==> src/rtl/page_flip_pkg.sv <==
package page_flip_pkg;
  localparam int unsigned NUM_MEM = 2;
  typedef enum logic {OWNER_REND = 1'b0, OWNER_DISP = 1'b1} owner_e;
endpackage

==> src/rtl/pf_flip_ctrl.sv <==
module pf_flip_ctrl (
  input  logic clk_i,
  input  logic rst_ni,
  input  logic done_i,
  input  logic blank_ni,
  output logic sel_o,
  output logic capture_o
);
  logic pend_q, boot_q, sel_q, cap_q;
  logic want, take;

  assign want = pend_q | done_i;
  assign take = want & ~blank_ni;

  always_ff @(posedge clk_i or negedge rst_ni) begin
    if (!rst_ni) begin
      pend_q <= 1'b0;
      boot_q <= 1'b1;
      sel_q  <= 1'b1;
      cap_q  <= 1'b0;
    end else begin
      pend_q <= want & ~take;
      boot_q <= 1'b0;
      cap_q  <= take | boot_q;
      if (take) sel_q <= ~sel_q;
    end
  end

  assign sel_o     = sel_q;
  assign capture_o = cap_q;
endmodule

==> src/rtl/pf_port_xbar.sv <==
module pf_port_xbar
  import page_flip_pkg::*;
#(
  parameter int unsigned ADDR_W = 19,
  parameter int unsigned DATA_W = 24
) (
  input  logic                            sel_i,
  input  logic [ADDR_W-1:0]               disp_addr_i,
  output logic [DATA_W-1:0]               disp_rdata_o,
  input  logic [ADDR_W-1:0]               rend_addr_i,
  input  logic [DATA_W-1:0]               rend_wdata_i,
  input  logic                            rend_we_i,
  output logic [DATA_W-1:0]               rend_rdata_o,
  output logic [NUM_MEM-1:0][ADDR_W-1:0]  mem_addr_o,
  output logic [NUM_MEM-1:0][DATA_W-1:0]  mem_wdata_o,
  output logic [NUM_MEM-1:0]              mem_we_o,
  input  logic [NUM_MEM-1:0][DATA_W-1:0]  mem_rdata_i
);
  owner_e owner [NUM_MEM];

  for (genvar i = 0; i < NUM_MEM; i++) begin : g_mem
    // memory 0 belongs to the display when sel is high
    assign owner[i] = (sel_i == (i == 0)) ? OWNER_DISP : OWNER_REND;
    assign mem_addr_o[i]  = (owner[i] == OWNER_DISP) ? disp_addr_i : rend_addr_i;
    assign mem_wdata_o[i] = (owner[i] == OWNER_DISP) ? '0 : rend_wdata_i;
    assign mem_we_o[i]    = (owner[i] == OWNER_DISP) ? 1'b0 : rend_we_i;
  end

  assign disp_rdata_o = sel_i ? mem_rdata_i[0] : mem_rdata_i[1];
  assign rend_rdata_o = sel_i ? mem_rdata_i[1] : mem_rdata_i[0];
endmodule

==> src/rtl/page_flip_top.sv <==
module page_flip_top
  import page_flip_pkg::*;
#(
  parameter int unsigned ADDR_W = 19,
  parameter int unsigned DATA_W = 24
) (
  input  logic                            clk_i,
  input  logic                            rst_ni,
  input  logic                            render_done_i,
  input  logic                            blank_ni,
  output logic                            sel_o,
  output logic                            capture_o,
  input  logic [ADDR_W-1:0]               disp_addr_i,
  output logic [DATA_W-1:0]               disp_rdata_o,
  input  logic [ADDR_W-1:0]               rend_addr_i,
  input  logic [DATA_W-1:0]               rend_wdata_i,
  input  logic                            rend_we_i,
  output logic [DATA_W-1:0]               rend_rdata_o,
  output logic [NUM_MEM-1:0][ADDR_W-1:0]  mem_addr_o,
  output logic [NUM_MEM-1:0][DATA_W-1:0]  mem_wdata_o,
  output logic [NUM_MEM-1:0]              mem_we_o,
  input  logic [NUM_MEM-1:0][DATA_W-1:0]  mem_rdata_i
);
  logic sel;

  pf_flip_ctrl u_ctrl (
    .clk_i     (clk_i),
    .rst_ni    (rst_ni),
    .done_i    (render_done_i),
    .blank_ni  (blank_ni),
    .sel_o     (sel),
    .capture_o (capture_o)
  );

  pf_port_xbar #(.ADDR_W(ADDR_W), .DATA_W(DATA_W)) u_xbar (
    .sel_i        (sel),
    .disp_addr_i  (disp_addr_i),
    .disp_rdata_o (disp_rdata_o),
    .rend_addr_i  (rend_addr_i),
    .rend_wdata_i (rend_wdata_i),
    .rend_we_i    (rend_we_i),
    .rend_rdata_o (rend_rdata_o),
    .mem_addr_o   (mem_addr_o),
    .mem_wdata_o  (mem_wdata_o),
    .mem_we_o     (mem_we_o),
    .mem_rdata_i  (mem_rdata_i)
  );

  assign sel_o = sel;
endmodule

==> config.mk <==
export PLATFORM = sky130hd
export DESIGN_NAME = page_flip_top
export DESIGN_NICKNAME = d
export VERILOG_FILES = /design/src/rtl/page_flip_pkg.sv /design/src/rtl/pf_flip_ctrl.sv /design/src/rtl/pf_port_xbar.sv /design/src/rtl/page_flip_top.sv
export SDC_FILE = /design/constraint.sdc
export NUM_CORES = 1
export LEC_CHECK = 0
export CORE_AREA = 4 4 96 98
export DETAILED_ROUTE_END_ITERATION = 16
export DIE_AREA = 0 0 100 102
export PLACE_DENSITY = 0.7
export SYNTH_ARGS = -nofsm -noshare
export SYNTH_HDL_FRONTEND = slang
export SYNTH_SLANG_ARGS = --single-unit
==> constraint.sdc <==
create_clock -name clk_i -period 1.82 [get_ports clk_i]
set_input_delay 0.364 -clock clk_i [delete_from_list [all_inputs] [get_ports clk_i]]
set_output_delay 0.364 -clock clk_i [all_outputs]
set_load 0.01 [all_outputs]
# Yosys cells after proc, flatten, opt, wreduce, memory -nomap -nowiden
# Index checks and enable logic that the tools add are counted.
# classes
muxes	9
bitwise_logic	7
# ops
operator	count
$mux 24	4
$mux 19	2
$mux 1	3
$not 1->1	3
$and 1x1->1	2
$or 1x1->1	2
# word_totals
register_bits	4
output_inout_bits	138
elab_cells	20
input_bits	115

# Depth between registers and ports, before layout
# Gate-level depths: netlist of the first run.
# depth
depth_word	4
depth_mapped	4
depth_no_buf	2

# Hierarchy
# A second synthesis of the first run with hierarchy kept.
# hier_totals
cells_unflattened	160
area_unflattened_um2	1575.3
# by_module_without_submodules
module	instances	area_per_inst_um2	cells_each	seq_area_each_um2
pf_port_xbar	1	1427.6	151	0.0
pf_flip_ctrl	1	147.6	9	102.6

# Worst setup path before layout of the first run
# Ideal clock, no wire load.
# synth_path
kind	register to output
from	reg u_ctrl.sel_q, in the netlist u_ctrl.sel_o
to	out disp_rdata_o[10]
arrival_time_ns	1.229
stages_incl_launch_ff	4
n_path_buf	2
t_required_ns	1.456
path_slack_ns	0.227
path_cell_list	dfstp_2 buf_6 clkbuf_8 mux2_2
# synth_via
elab_chain_len	1
# synth_lines
element	line_no	rtl
start: declaration	pf_flip_ctrl.sv:9	logic pend_q, boot_q, sel_q, cap_q;
start signal: assignment	pf_flip_ctrl.sv:25	if (take) sel_q <= ~sel_q;
$mux 24	pf_port_xbar.sv:29	assign disp_rdata_o = sel_i ? mem_rdata_i[0] : mem_rdata_i[1];
end: declaration	page_flip_top.sv:14	output logic [DATA_W-1:0] disp_rdata_o,
# Every way passes these cells.

==> results of run 1 <==
[worst max-delay path, delay by kind of cell, from the launching register on]
family	cells	cell delay, ns
flops	1	0.64
mux	1	0.30
buf+inv	5	0.61
[through the flow]
stage / setup WS (ns) / utilization [%] / hold slack [ns] / instances / instance area, um^2
2_1_floorplan: 0.227 / - / 0.0684 / 160 / 1570
3_3_place_gp: -0.302 / 49.4 / 0.465 / 512 / 4180
3_5_place_dp: -0.315 / 49.4 / 0.481 / 512 / 4180
4_1_cts: -0.499 / 50.7 / 0.348 / 532 / 4300
5_1_grt: -0.341 / 60.2 / 0.360 / 576 / 5090
6_report: -0.307 / 60.2 / 0.345 / 576 / 5090
[power by group]
part / internal, mW / switching [mW] / leakage, nW / total (mW)
Sequential: 0.123 / 0.0222 / 0.0447 / 0.145
Combinational: 4.33 / 2.45 / 2.43 / 6.77
Clock: 0.150 / 0.0481 / 0.0228 / 0.198
Total: 4.60 / 2.52 / 2.50 / 7.12
[area by class of cell]
class,count,area (um^2)
fill,706,3370
timing repair buffer,319,3220
multi-input combinational,141,1590
tap,108,135
sequential,4,106
clock buffer,4,45.0
[logic make-up (layout without fill, tap and decap cells)]
| kind of cell | count (synthesis) | after routing | share of synthesized area, % |
|---|---|---|---|
| other cells | 1 | 1 | 0.240 |
| simple gates | 51 | 51 | 20.4 |
| flops | 4 | 4 | 6.55 |
| xor+xnor | 1 | 1 | 0.560 |
| compound gates | 2 | 2 | 0.960 |
| buf+inv | 15 | 323 | 9.43 |
| mux | 86 | 86 | 61.9 |
[sequential cells by signal, indices dropped and copies added, names as in the netlist]
name,flops
u_ctrl.pend_q,1
u_ctrl.capture_o,1
u_ctrl.sel_o,1
u_ctrl.boot_q,1
[final timing paths]
path | from | endpoint | slack [ns] | cells past startpoint
setup / recovery | u_ctrl.sel_o$_DFFE_PN1P_ | mem_addr_o[19] | -0.31 | 6
hold / removal | rst_ni | u_ctrl.capture_o$_DFF_PN0_ | 0.34 | 1
setup reg to reg | u_ctrl.sel_o$_DFFE_PN1P_ | u_ctrl.sel_o$_DFFE_PN1P_ | 0.66 | 4
hold reg to reg | u_ctrl.pend_q$_DFF_PN0_ | u_ctrl.pend_q$_DFF_PN0_ | 0.49 | 1
max in group asynchronous | rst_ni | u_ctrl.boot_q$_DFF_PN1_ | 1.24 | 1
min in group clk_i | u_ctrl.pend_q$_DFF_PN0_ | u_ctrl.pend_q$_DFF_PN0_ | 0.49 | 1
[synth_stat cells, drive strengths merged]
cell	n
buf	11
xnor2	1
dfrtp	2
o21a	1
clkbuf	4
mux2	86
and2	25
nand2b	1
dfstp	2
conb	1
nor2b	25
o21bai	1
[metal layers]
metal / wire [um] / share of wire, % / up-vias / track usage (%)
li1: - / - / 1179 / -
met1: 3460 / 35 / 1150 / 14.4
met2: 5480 / 55 / 125 / 29.8
met3: 881 / 8.9 / 10 / 4.78
met4: 121 / 1.2 / 0 / 2.69
met5: 0 / 0 / - / 0
[what timing repair did]
item	in CTS	in global routing
cloned	4	6
setup endpoints to repair	137	132
resized for setup	254	422
buffers inserted	12	44
==> metrics, run 1 <==
CP required=1.46 ns; Ant. Diodes=0; share of the cycle needed by the critical path after routing=117%; Max Cap Viol=0; drt pass-1 iters=4; type of origin of the critical path=flip-flop; area delta synth->final=225%; Sum Neg Setup Slack=-20.92 ns; status=finished with violations; clk sink count=4; share of layout cells above drive strength 1=65.4%; CTS max path bufs=2; sequential area share after synthesis=6.55%; Netlist Area Pre-Place=1570 um^2; Yosys top cell by area=mux2_2; peak supply drop=0.774 mV; Setup crit end kind=output pin; Die X=100 um; Synth Register Bits=4; Iteration-0 DRC Markers=33; syn_nets=275; failing checks=negative setup slack; clock skew=around 0.0053 ns; Final Max Slew Viols=0; worst hold path type=input pin to asynchronous set/reset pin; CTS root buf=clkbuf_8; Crit path largest cell delay=0.64 ns; post-synth top area share=61.9%; first-pass GRT wire length=11900 um; CP dominant cell by count=buf_6; die area=slightly above 10000 um^2; num rows=34; Setup-failing EPs final=131; largest cells by area after synthesis=mux2_2, and2_1, nor2b_1; clk slew on worst S/H paths=0.03 ns; LEAKAGE=2.50 nW; Crit Path Max Fanout=6; CP max stage cell=dfstp_4; Remaining Overflow, GRT=0; Vias=about 2500; io pins=253; Power per Cell Area=1400 nW/um^2; # port buffers=252; PnR worst setup slack=-0.307 ns; worst-skew pair later-pin latency=0.22 ns; CP Class=flip-flop to output pin; Syn Inst Count=between 150 and 200; cts bufs inserted=3; count of cell types in the netlist=15; DR vias/cell=4.28; Nets=584; GP Congestion=a little over 0.7; H-tree depth=1; worst-path cell chain=buf_8, clkbuf_16, buf_4, buf_6, mux2_4, buf_6; CTS tree=yes; YS warnings=0; # DRC=0; maximum clock frequency=470 MHz; commonest non-fill, non-tap cells in the layout=clkdlybuf4s50_1, buf_6, mux2_4, clkbuf_2, buf_2; routed wire length=9940 um; WP data arrival=1.76 ns; Starting Density=between 10% and 20%; Mean Syn Cell Area=9.78 um^2; WL per Instance=17.3 um; core area=8470 um^2; height of the die=102 um; number of global-route vias before repair=2338; most common cell after layout, fill and taps aside=clkdlybuf4s50_1; initial antenna violation count=0; Final Total Pwr=7.12 mW; RSZ-0062 raised after global routing=yes; largest net degree at the start of global routing=21; final hold violation count=0; Hold Buf Count CTS=0; GRT Util Overall=roughly 15%; min cycle time layout=2.13 ns; DP HPWL=~6900 um; Post-DRT Antenna Nets=0
(Power assumes the default switching activity.)
==> run 2, diff against run 1 <==
--- a/config.mk
+++ b/config.mk
@@ -5,7 +5,9 @@
 export SDC_FILE = /design/constraint.sdc
 export NUM_CORES = 1
 export LEC_CHECK = 0
+export ABC_CLOCK_PERIOD_IN_PS = 1820
 export CORE_AREA = 4 4 96 98
+export CTS_CLUSTER_SIZE = 16
 export DETAILED_ROUTE_END_ITERATION = 16
 export DIE_AREA = 0 0 100 102
 export PLACE_DENSITY = 0.7
==> results of run 2 <==
Same layout as run 1: the final DEF is identical, and so are final timing and power.
==> run 3, diff against run 2 <==
--- a/config.mk
+++ b/config.mk
@@ -5,11 +5,12 @@
 export SDC_FILE = /design/constraint.sdc
 export NUM_CORES = 1
 export LEC_CHECK = 0
+export ABC_AREA = 1
 export ABC_CLOCK_PERIOD_IN_PS = 1820
-export CORE_AREA = 4 4 96 98
+export CORE_AREA = 4 4 97 99
 export CTS_CLUSTER_SIZE = 16
 export DETAILED_ROUTE_END_ITERATION = 16
-export DIE_AREA = 0 0 100 102
+export DIE_AREA = 0 0 101 103
 export PLACE_DENSITY = 0.7
 export SYNTH_ARGS = -nofsm -noshare
 export SYNTH_HDL_FRONTEND = slang
==> run 3 against run 2 <==
  * The flow still finishes with violations (negative setup slack)
  * Wire length down 5.6%
  * Via count grew 24%
  * Register-to-register slack better by 0.02 ns
  * Highest routed layer unchanged
==> metrics, run 3 <==
largest net degree at the start of global routing=32 (+52%); CP required=1.46 ns (about the same); RSZ-0062 raised after global routing=yes; top_reg_cell synth=dfstp_2; drt pass-1 iters=5 (+1); # DRC=0 (unchanged); Vias=3052 (+24%); Iteration-0 DRC Markers=71 (+120%); Max Cap Viol=0 (unchanged); failing checks=negative setup slack; Die X=101 um (+1.0%); routed wire length=9390 um (-5.6%); share of the cycle needed by the critical path after routing=106% (-11 points); initial antenna violation count=0 (unchanged); commonest non-fill, non-tap cells in the layout=clkdlybuf4s50_1, buf_2, nand2_1, inv_1, o21ai_1; Post-synth ARST share=100% (unchanged); Sum Neg Setup Slack=-1.03 ns (+19.89 ns); first-pass GRT wire length=13500 um (+14%); type of origin of the critical path=flip-flop; Crit Path Max Fanout=10 (+4); Critical Path Sink=rend_rdata_o[23]; clk slew on worst S/H paths=0.03 ns (about the same); Syn Inst Count=356 (+120%); Final Total Pwr=2.85 mW (-60%); # placed instances=705 (+38%); CP max stage cell=dfstp_4; Synth Area in XOR/XNOR=0% (-0.56 points); Final Max Slew Viols=0 (unchanged); Starting Density=18.9% (+0.37 points); worst-path cell chain=buf_8, bufbuf_16, nand2_1, o21ai_0, buf_2; WP data arrival=1.56 ns (-0.20 ns); CP Class=flip-flop to output pin; CTS root buf=clkbuf_8; height of the die=103 um (+0.98%); PnR worst setup slack=-0.103 ns (+0.205 ns); combinational family with the most area after synthesis=buffers and inverters; status=finished with violations; # port buffers=252 (unchanged); RR Endpoint=u_ctrl.sel_o$_DFFE_PN1P_; Power per Cell Area=683 nW/um^2 (-51%); cell with the most instances after synthesis=nand2_1; Reg2Reg Depth=4 (unchanged); area delta synth->final=159%; maximum clock frequency=520 MHz (+11%); Setup-failing EPs final=38 (-71%); GRT Util Overall=15.9% (+1.3 points); reg2reg start=u_ctrl.sel_o$_DFFE_PN1P_; Post-synth EDFFs=0 (unchanged); Hold Buf Count CTS=0 (unchanged); Nets=731 (+25%); GP Congestion=0.847 (+17%); number of global-route vias before repair=2803 (+20%); Mean Syn Cell Area=4.53 um^2 (-54%); clock skew=0.00327 ns (-0.00199 ns); post-synthesis mux area share=0% (-62 points); worst-skew pair later-pin latency=0.22 ns (about the same); LEAKAGE=2.41 nW (-3.5%); worst hold path type=input pin to asynchronous set/reset pin; DP HPWL=7680 um (+12%); most common cell after layout, fill and taps aside=clkdlybuf4s50_1; Yosys top cell by area=nand2_1; Post-Synth Adder-Cell Area=0% (unchanged); WL per Instance=13.0 um (-25%); io pins=253 (unchanged); Synth Register Bits=4 (unchanged); share of layout cells above drive strength 1=31.5% (-34 points); FF-to-FF setup slack=0.68 ns (+0.02 ns); synth cell count leaders=nand2_1, inv_1, o21ai_0; largest cells by area after synthesis=nand2_1, o21ai_0, inv_1; peak supply drop=0.302 mV (-61%); YS warnings=0 (unchanged); Netlist Area Pre-Place=1610 um^2 (+3.0%); Setup crit end kind=output pin; post-synthesis simple-gate area fraction=32.9% (+13 points); CP Launch Point=u_ctrl.sel_o$_DFFE_PN1P_; final hold violation count=0 (unchanged); clk sink count=4 (unchanged); DR vias/cell=4.22 (-1.3%); syn_nets=471 (+71%); Remaining Overflow, GRT=0 (unchanged); post-synth top area share=26.8% (-35 points); Final Util=48.9% (-11 points); Cell Count, Final, Fillers Out=723 (+26%); CTS max path bufs=2 (unchanged); cts bufs inserted=3 (unchanged); Crit path largest cell delay=0.65 ns (about the same); Compound-Gate Fraction of Synth Area=27.3% (+26 points); H-tree depth=1 (unchanged); CTS tree=yes; Ant. Diodes=0 (unchanged); num rows=34 (unchanged); sequential area share after synthesis=6.36% (-0.19 points); min cycle time layout=1.92 ns (-0.205 ns); Post-DRT Antenna Nets=0 (unchanged); core area=8550 um^2 (+1.0%); count of cell types in the netlist=16 (+1); # fillers=870 (+23%); die area=10400 um^2 (+2.0%)
-- run 3: changes by cell type in the layout (fill, tap and decap cells not counted), sizes merged, moves of 31 or more --
cell    change
nand2     +115
clkbuf     -31
mux2       -86
o21ai      +87
inv        +98
-- run 3: logic make-up after synthesis --
logic type / Yosys count
AO/OA/AOI/OAI: 88
buffers and inverters: 122
flip-flops: 4
other: 1
AND/OR/NAND/NOR: 141
-- run 3: worst min path at each step --
stage	from	end	slack, ns	cells past startpoint
after floorplan	rst_ni	u_ctrl.capture_o$_DFF_PN0_	0.07	0
after global placement	u_ctrl.boot_q$_DFF_PN1_	u_ctrl.capture_o$_DFF_PN0_	0.47	2
after detailed placement	u_ctrl.boot_q$_DFF_PN1_	u_ctrl.capture_o$_DFF_PN0_	0.47	2
after CTS	rst_ni	u_ctrl.pend_q$_DFF_PN0_	0.34	1
after global routing	rst_ni	u_ctrl.pend_q$_DFF_PN0_	0.35	1
final	rst_ni	u_ctrl.pend_q$_DFF_PN0_	0.34	1
-- run 3: what timing repair did --
item | in CTS | in global routing
setup endpoints to repair | 137 | 118
resized for setup | 530 | 125
setup buffers | 8 | 4
cloned | 4 | 0
-- run 3: metal layers --
layer | share of wire (%) | vias to the layer above | GRT usage [%]
li1 | - | 1567 | -
met1 | 34 | 1309 | 16.1
met2 | 54 | 162 | 32.3
met3 | 9.9 | 14 | 4.19
met4 | 1.5 | 0 | 3.48
met5 | 0 | - | 0
-- run 3: per-stage QoR --
stage | hold slack, ns | setup WS, ns | area, um^2
CTS | 0.345 | -0.143 | 4090
global placement | 0.466 | -0.232 | 4320
global route | 0.350 | -0.169 | 4180
finish | 0.344 | -0.103 | 4180
floorplan | 0.0684 | 0.355 | 1610
detailed placement | 0.467 | -0.235 | 4320
-- run 3: critical path: cells and delay by family, from the launching register on --
family	cells	cell delay [ns]
compound gates	1	0.08
flops	1	0.65
simple gates	1	0.05
buf+inv	3	0.55
-- run 3: layout make-up --
| cell class | count | area [um^2] | area share, % |
|---|---|---|---|
| repair buffers | 279 | 2430 | 58.2 |
| clock buffers | 4 | 45.0 | 1.08 |
| well taps | 108 | 135 | 3.23 |
| multi-input cells | 230 | 1090 | 26.2 |
| inverters | 98 | 368 | 8.81 |
| flip-flops and latches | 4 | 106 | 2.55 |
-- run 3: power by group --
group | internal [mW] | leakage (nW) | switching (mW)
Clock | 0.150 | 0.0228 | 0.0490
Combinational | 1.28 | 2.35 | 1.25
Sequential | 0.107 | 0.0448 | 0.0136
